[config.mk]
export PLATFORM = sky130hd
export DESIGN_NAME = fwd_ex_unit
export DESIGN_NICKNAME = d
export VERILOG_FILES = /design/src/rtl/fwd_pkg.sv /design/src/rtl/fwd_field_split.sv /design/src/rtl/fwd_select.sv /design/src/rtl/fwd_operand_mux.sv /design/src/rtl/fwd_ex_unit.sv
export SDC_FILE = /design/constraint.sdc
export NUM_CORES = 1
export LEC_CHECK = 0
export BUFFER_PORTS_ARGS = -buffer_cell sky130_fd_sc_hd__buf_2
export CAP_MARGIN = 20
export CELL_PAD_IN_SITES_DETAIL_PLACEMENT = 2
export CELL_PAD_IN_SITES_GLOBAL_PLACEMENT = 2
export CORE_MARGIN = 2
export CORE_UTILIZATION = 14
export DETAILED_ROUTE_END_ITERATION = 10
export PLACE_DENSITY_LB_ADDON = 0.25
export SLEW_MARGIN = 5
export SYNTH_ARGS = -nofsm -noshare
export SYNTH_HDL_FRONTEND = slang
export SYNTH_SLANG_ARGS = --single-unit
export TNS_END_PERCENT = 100
[constraint.sdc]
create_clock -name vclk -period 2.2
set_clock_uncertainty 0.2 [all_clocks]
set_input_delay 0.33 -clock vclk [all_inputs]
set_output_delay 0.33 -clock vclk [all_outputs]
set_load 0.01 [all_outputs]
[src/rtl/fwd_pkg.sv]
package fwd_pkg;

    localparam int IW       = 32;
    localparam int RW       = 5;
    localparam int OPW      = 6;
    localparam int OP_LSB   = 26;
    localparam int RS_LSB   = 21;
    localparam int RT_LSB   = 16;
    localparam logic [OPW-1:0] OP_LOADW = 6'b100011;
    localparam int NSRC     = 2;

    typedef logic [RW-1:0] regno_t;

    typedef enum logic [1:0] {
        PICK_RF  = 2'b00,
        PICK_WB  = 2'b01,
        PICK_MEM = 2'b10
    } pick_e;

    typedef struct packed {
        regno_t dst;
        logic   can_fwd;
    } late_stage_t;

    function automatic pick_e choose_path(regno_t src,
                                          late_stage_t near_st,
                                          late_stage_t far_st);
        pick_e p;
        p = PICK_RF;
        if (far_st.can_fwd && (far_st.dst == src))
            p = PICK_WB;
        if (near_st.can_fwd && (near_st.dst == src))
            p = PICK_MEM;
        return p;
    endfunction

endpackage

[src/rtl/fwd_field_split.sv]
module fwd_field_split
    import fwd_pkg::*;
(
    input  logic [IW-1:0] ex_instr,
    input  logic [IW-1:0] mem_instr,
    input  regno_t        mem_dst,
    input  regno_t        wb_dst,
    output regno_t        src_no [NSRC],
    output late_stage_t   near_st,
    output late_stage_t   far_st
);
    logic [OPW-1:0] mem_op;
    logic           mem_is_load;

    assign src_no[0]   = ex_instr[RS_LSB +: RW];
    assign src_no[1]   = ex_instr[RT_LSB +: RW];
    assign mem_op      = mem_instr[OP_LSB +: OPW];
    assign mem_is_load = (mem_op == OP_LOADW);

    always_comb begin
        near_st.dst     = mem_dst;
        near_st.can_fwd = (mem_dst != '0) && !mem_is_load;
        far_st.dst      = wb_dst;
        far_st.can_fwd  = (wb_dst != '0);
    end
endmodule

[src/rtl/fwd_select.sv]
module fwd_select
    import fwd_pkg::*;
(
    input  regno_t      src_no [NSRC],
    input  late_stage_t near_st,
    input  late_stage_t far_st,
    output pick_e       pick [NSRC]
);
    for (genvar i = 0; i < NSRC; i++) begin : g_src
        assign pick[i] = choose_path(src_no[i], near_st, far_st);
    end
endmodule

[src/rtl/fwd_operand_mux.sv]
module fwd_operand_mux
    import fwd_pkg::*;
#(
    parameter int DW = 32
) (
    input  pick_e         pick,
    input  logic [DW-1:0] rf_val,
    input  logic [DW-1:0] near_val,
    input  logic [DW-1:0] far_val,
    output logic [DW-1:0] out_val
);
    always_comb begin
        unique case (pick)
            PICK_MEM: out_val = near_val;
            PICK_WB:  out_val = far_val;
            default:  out_val = rf_val;
        endcase
    end
endmodule

[src/rtl/fwd_ex_unit.sv]
module fwd_ex_unit
    import fwd_pkg::*;
#(
    parameter int DW = 32
) (
    input  logic [31:0]   ex_instr,
    input  logic [DW-1:0] ex_rf_a,
    input  logic [DW-1:0] ex_rf_b,
    input  logic [31:0]   mem_instr,
    input  logic [4:0]    mem_dst,
    input  logic [DW-1:0] mem_alu,
    input  logic [4:0]    wb_dst,
    input  logic [DW-1:0] wb_val,
    output logic [DW-1:0] op_a,
    output logic [DW-1:0] op_b,
    output logic [1:0]    sel_a,
    output logic [1:0]    sel_b
);
    regno_t        src_no [NSRC];
    late_stage_t   near_st;
    late_stage_t   far_st;
    pick_e         pick [NSRC];
    logic [DW-1:0] rf_vals [NSRC];
    logic [DW-1:0] opnd [NSRC];

    assign rf_vals[0] = ex_rf_a;
    assign rf_vals[1] = ex_rf_b;

    fwd_field_split u_split (
        .ex_instr  (ex_instr),
        .mem_instr (mem_instr),
        .mem_dst   (mem_dst),
        .wb_dst    (wb_dst),
        .src_no    (src_no),
        .near_st   (near_st),
        .far_st    (far_st)
    );

    fwd_select u_sel (
        .src_no  (src_no),
        .near_st (near_st),
        .far_st  (far_st),
        .pick    (pick)
    );

    for (genvar i = 0; i < NSRC; i++) begin : g_mux
        fwd_operand_mux #(.DW(DW)) u_mux (
            .pick     (pick[i]),
            .rf_val   (rf_vals[i]),
            .near_val (mem_alu),
            .far_val  (wb_val),
            .out_val  (opnd[i])
        );
    end

    assign op_a  = opnd[0];
    assign op_b  = opnd[1];
    assign sel_a = pick[0];
    assign sel_b = pick[1];
endmodule

---- Word level (Yosys, flattened, before mapping) ----
Index checks and enable logic that the tools add are counted.
word-level totals
  register bits after elaboration ......... 0
  logic and storage cells ................. 23
  input bits .............................. 202
operators by class
  muxes and demuxes ....................... 6
  reductions and logical operators ........ 8
  equality and inequality tests ........... 9
operators by type and width
  kind                  number
  $pmux W32 S2          2
  $eq A5 B5 Y1          4
  $reduce_bool A5 Y1    2
  $eq A6 B6 Y1 const B  1
  $logic_and A1 B1 Y1   5
  $eq A2 B1 Y1 const B  2
  $eq A2 B2 Y1 const B  2
  $mux W2               2
  $mux W1               2
  $logic_not A1 Y1      1

---- Depth between registers and ports, before layout ----
  word-level depth ........................ 7
  depth in mapped cells ................... 6
  gate-level depth less buffers ........... 5

---- By module ----
A second synthesis with hierarchy kept.
unflattened totals
  cell total of the unflattened synthesis .. 283
  area total of the unflattened synthesis .. 1716.6 um^2
by module, submodules not included
  module           instances  area each (um^2)  seq. area each (um^2)  cells an instance
  fwd_operand_mux  2          636.9             0.0                    113
  fwd_select       1          250.2             0.0                    30
  fwd_field_split  1          192.7             0.0                    27

---- Least setup slack after synthesis ----
OpenSTA, ideal clock, no wires.
  path type ............................... input to output
  from .................................... input mem_instr[29]
  to ...................................... output sel_a[0]
  stages on the path ...................... 6
  data arrival time ....................... 1.662 ns
  path slack .............................. 0.008 ns
  data required time ...................... 1.670 ns
  cells stage by stage .................... or4b_1 > o22ai_2 > or3_1 > buf_2 > inv_1 > nor3_1
between the ends
  longest elaborated chain between the ends .. 5
ends and longest elaborated chain
  what                 line                   RTL
  from (decl)          fwd_ex_unit.sv:9       input logic [31:0] mem_instr,
  $eq A6 B6 Y1         fwd_field_split.sv:18  assign mem_is_load = (mem_op == OP_LOADW);
  $logic_not A1 Y1     fwd_field_split.sv:22  near_st.can_fwd = (mem_dst != '0) && !mem_is_load;
  $logic_and A1 B1 Y1  fwd_field_split.sv:22
  $logic_and A1 B1 Y1  fwd_pkg.sv:32          if (near_st.can_fwd && (near_st.dst == src))
  $mux W2              fwd_pkg.sv:32
  to (decl)            fwd_ex_unit.sv:16      output logic [1:0] sel_a,
No other way between the ends.

---- Final worst setup path ----
  from .................................... input wb_dst[1]
  to ...................................... output op_a[24]
between the ends
  longest elaborated chain between the ends .. 6
ends and longest elaborated chain
  what                                                line                                  RTL
  from (decl)                                         fwd_ex_unit.sv:12                     input logic [4:0] wb_dst,
  $eq A5 B5 Y1 or $reduce_bool A5 Y1 (tied branches)  fwd_pkg.sv:30, fwd_field_split.sv:24
  $logic_and A1 B1 Y1 *                               fwd_pkg.sv:30                         if (far_st.can_fwd && (far_st.dst == src))
  $mux W1 *                                           fwd_pkg.sv:30
  $mux W2 *                                           fwd_pkg.sv:32
  $eq A2 B1 Y1 or $eq A2 B2 Y1 (tied branches)        fwd_operand_mux.sv:13                 unique case (pick)
  $pmux W32 S2 *                                      fwd_operand_mux.sv:13
  to (decl)                                           fwd_ex_unit.sv:14                     output logic [DW-1:0] op_a,
Every way passes the cells marked *; elsewhere a longest branch is shown, timed or not.

==> flow_results.org <==
** STA
- At the pin with the least slew margin, the transition time is 603 ps.
- The total count of hold-check failures in the final report came to 0.
- Final hold slack :: 828 ps
- Unrepaired setup endpoints after global routing :: yes
- Based on the critical path, the design can be clocked at up to 389 MHz.
- Fin crit share :: 1.17
- Final count of pins violating max slew :: 0
- In this run the tightest slew margin relative to its limit is 0.594.
- For the finished layout, the period the worst path requires is 2570 ps.
- Post-route worst setup slack :: -371 ps
- Final setup violating endpoints :: 68

** Detailed routing
- Average wire per standard cell :: 22.8 um
- Routed WL :: 19600 um
- Detailed-route DRC error count :: 0
- The detailed router finished its first iteration with 176 violations.
- Routed vias :: 4370
- Number of optimization iterations in the first detailed-route pass :: 4
- Post-route ant nets :: 0
- Dividing the detail-routed via count by the number of cells gives 5.10.

** Setup path
- At the worst endpoint, the arrival time is 2040 ps.
- In this run the worst path has a maximum fanout of 8.
- Type of origin of the critical path :: input pin
- Critical path class :: in -> out
- Worst Path Required :: 1670 ps
- CP Capture Type :: primary output

** Worst hold path
- Number of cells on the worst hold path :: 4
- Hold path start :: ex_rf_a[31]
- The path with the worst hold slack has its endpoint at op_a[31].
- The tightest min-delay check is of the in -> out type.

** Floorplanning
- The initial utilization of the core area, before any placement, comes to 0.142.
- From left edge to right edge, the die measures 131 um.
- Die ar. :: 17100 um^2
- Area inside the core boundary :: 15800 um^2
- Die boundary height :: 131 um
- Placement row count :: 46
- In this run the count of I/O pins placed on the die edge is 270.

** Power
- Total internal power :: 0.000612 W
- The share of total power dissipated in the clock network is 0.
- Worst IR Drop VDD :: 0.118 mV
- Combinational Power Share :: 1.000
- NetSw :: 0.000701 W
- Static Leak :: 2.19 nW
- Dividing total power by cell area gives a power density of 249 nW/um^2.
- Sequential Power Share :: 0
- Of the total power, the share spent switching nets is 0.534.

** Final layout
- Final Util :: 0.333
- Layout Cell Area excl Fill :: 5280 um^2
- Fillcell total :: 1845
- The design has 0 sequential cells.
- After layout, the clock buffer instance count stands at 0.
- Multi-input combinational cell area :: 2430 um^2
- Fraction of final layout cells with drive strength greater than 1 :: 0.629
- At the end of the flow, the number of nets in the layout was 845.
- Area used by sequential logic in the layout :: 0 um^2
- Diodes inserted :: 0
- Synth-to-layout area growth :: 134%

** Flow run
- Count of maximum capacitance violations :: 0

** Synthesis
- Summed over all instances, the cell type with the most area after synthesis is sky130_fd_sc_hd__or3_1.
- Net count of the mapped netlist :: 584
- Total number of yosys warnings :: 0
- Most repeated cell in the gate-level netlist after synthesis :: sky130_fd_sc_hd__or3_1
- Dividing the synthesized area by the synthesized cell count gives 5.90 um^2.
- Top post-synthesis cells by area :: sky130_fd_sc_hd__or3_1, sky130_fd_sc_hd__a31oi_1, sky130_fd_sc_hd__nor4_1, sky130_fd_sc_hd__o21ai_0, sky130_fd_sc_hd__xnor2_1
- The share of synthesized area in the top cell type comes to 0.183.
- Post-synthesis instance area :: 2250 um^2
- The share of the Yosys chip area taken by registers is 0.
- Synthesis produced a netlist whose cell count is 382.
- Ranking of synthesized cells by instance count :: sky130_fd_sc_hd__or3_1, sky130_fd_sc_hd__a31oi_1, sky130_fd_sc_hd__nor4_1
- Count of cell types in the netlist :: 21

** Placed design
- HPWL reported at the end of detailed placement :: 13500 um
- Number of port buffers :: 222
- The congestion estimate from routability-driven global placement came to 0.854.
- Placed cell area :: 3950 um^2

** Run status
- Run status :: finished with violations
- Violations in the final reports :: negative setup slack

** Global routing
- Global router's overall resource usage :: 0.209
- Entering global routing, the biggest net connects 55 pins.
- The via count of the first global-routing pass is 4662.
- The number of antenna violations at the first check in global routing was 1.
- Global-route wire length before repair :: 27500 um
- The total overflow left after global routing is 0.

** Clock network
- Hold repair after CTS inserted 0 buffers.
-- layer usage --
layer	share of wire	vias to the layer above	global-route usage
li1	-	2003	-
met1	0.41	2155	0.267
met2	0.50	186	0.390
met3	0.065	26	0.0248
met4	0.017	0	0.0163
met5	0	-	0
-- metrics by stage --
step	power (W)	setup WS, ps	cells	TNS [ps]
2_1_floorplan	0.000433	8.11	382	0
3_3_place_gp	0.000932	-368	824	-21330
3_5_place_dp	0.000953	-416	824	-23530
4_1_cts	0.00121	-366	856	-20770
5_1_grt	0.00140	-413	857	-24030
6_report	0.00131	-371	857	-19770
-- layout by cell type (no fill, tap or decap) --
cell	n
sky130_fd_sc_hd__nor4_2	21
sky130_fd_sc_hd__buf_12	18
sky130_fd_sc_hd__o21ai_4	3
sky130_fd_sc_hd__buf_16	7
sky130_fd_sc_hd__o21ai_0	27
sky130_fd_sc_hd__nor4_4	5
sky130_fd_sc_hd__xnor2_1	9
sky130_fd_sc_hd__nor4_1	38
sky130_fd_sc_hd__xnor2_2	11
sky130_fd_sc_hd__a31oi_4	6
sky130_fd_sc_hd__nor3_2	2
sky130_fd_sc_hd__or3_1	52
sky130_fd_sc_hd__inv_1	32
sky130_fd_sc_hd__buf_6	34
sky130_fd_sc_hd__clkbuf_16	4
sky130_fd_sc_hd__buf_8	5
sky130_fd_sc_hd__or3_4	14
sky130_fd_sc_hd__nand2_1	3
sky130_fd_sc_hd__nand3_2	3
sky130_fd_sc_hd__inv_6	1
sky130_fd_sc_hd__o22ai_4	1
sky130_fd_sc_hd__or4b_4	1
sky130_fd_sc_hd__o21ai_1	24
sky130_fd_sc_hd__buf_4	39
sky130_fd_sc_hd__nand3_1	1
sky130_fd_sc_hd__inv_4	1
sky130_fd_sc_hd__buf_2	207
sky130_fd_sc_hd__a31oi_1	52
sky130_fd_sc_hd__a31oi_2	6
sky130_fd_sc_hd__o21ai_2	10
sky130_fd_sc_hd__or4_4	2
sky130_fd_sc_hd__o211ai_4	2
-- worst max-delay path, stage by stage --
cell and delay, ps:
sky130_fd_sc_hd__buf_6 90, sky130_fd_sc_hd__or4_4 570, sky130_fd_sc_hd__o211ai_4 270, sky130_fd_sc_hd__buf_12 180, sky130_fd_sc_hd__buf_12 140, sky130_fd_sc_hd__buf_6 100, sky130_fd_sc_hd__or3_4 120, sky130_fd_sc_hd__a31oi_4 80
sky130_fd_sc_hd__buf_6 140
-- layout make-up --
class | instances | area share
Multi-Input combinational cell | 293 | 0.461
Tap cell | 216 | 0.0512
Inverter | 34 | 0.0256
Timing Repair Buffer | 314 | 0.462
-- worst max path at each step --
stage,startpoint,to,depth (start not counted)
floorplan,mem_instr[29],sel_a[0],6
global placement,mem_dst[1],sel_a[0],8
detailed placement,mem_dst[1],sel_a[0],8
CTS,wb_dst[4],op_a[9],8
global route,wb_dst[1],op_a[30],9
finish,wb_dst[1],op_a[24],9
-- power by group through the flow --
| stage | combinational (W) | sequential, W | clock, W |
|---|---|---|---|
| floorplan | 0.000433 | 0 | 0 |
| global placement | 0.000932 | 0 | 0 |
| global route | 0.00140 | 0 | 0 |
| finish | 0.00131 | 0 | 0 |
| detailed placement | 0.000953 | 0 | 0 |
| CTS | 0.00121 | 0 | 0 |
-- logic make-up (layout without fill, tap and decap cells) --
family	count (synthesis)	count (layout)	synth area share
AOI/OAI and AO/OA	131	131	0.336
xor gates and xnor gates	20	20	0.0777
buffers and inverters	89	348	0.194
and+or+nand+nor	142	142	0.392
-- what timing repair did --
item / in CTS / in global routing
setup buffers: 22 / 3
gates resized for setup: 110 / 88
endpoints found under the setup margin: 68 / 68
cloned: 10 / 5
pin swaps: 58 / 47
No activity file was read; power rests on OpenSTA's default activity.
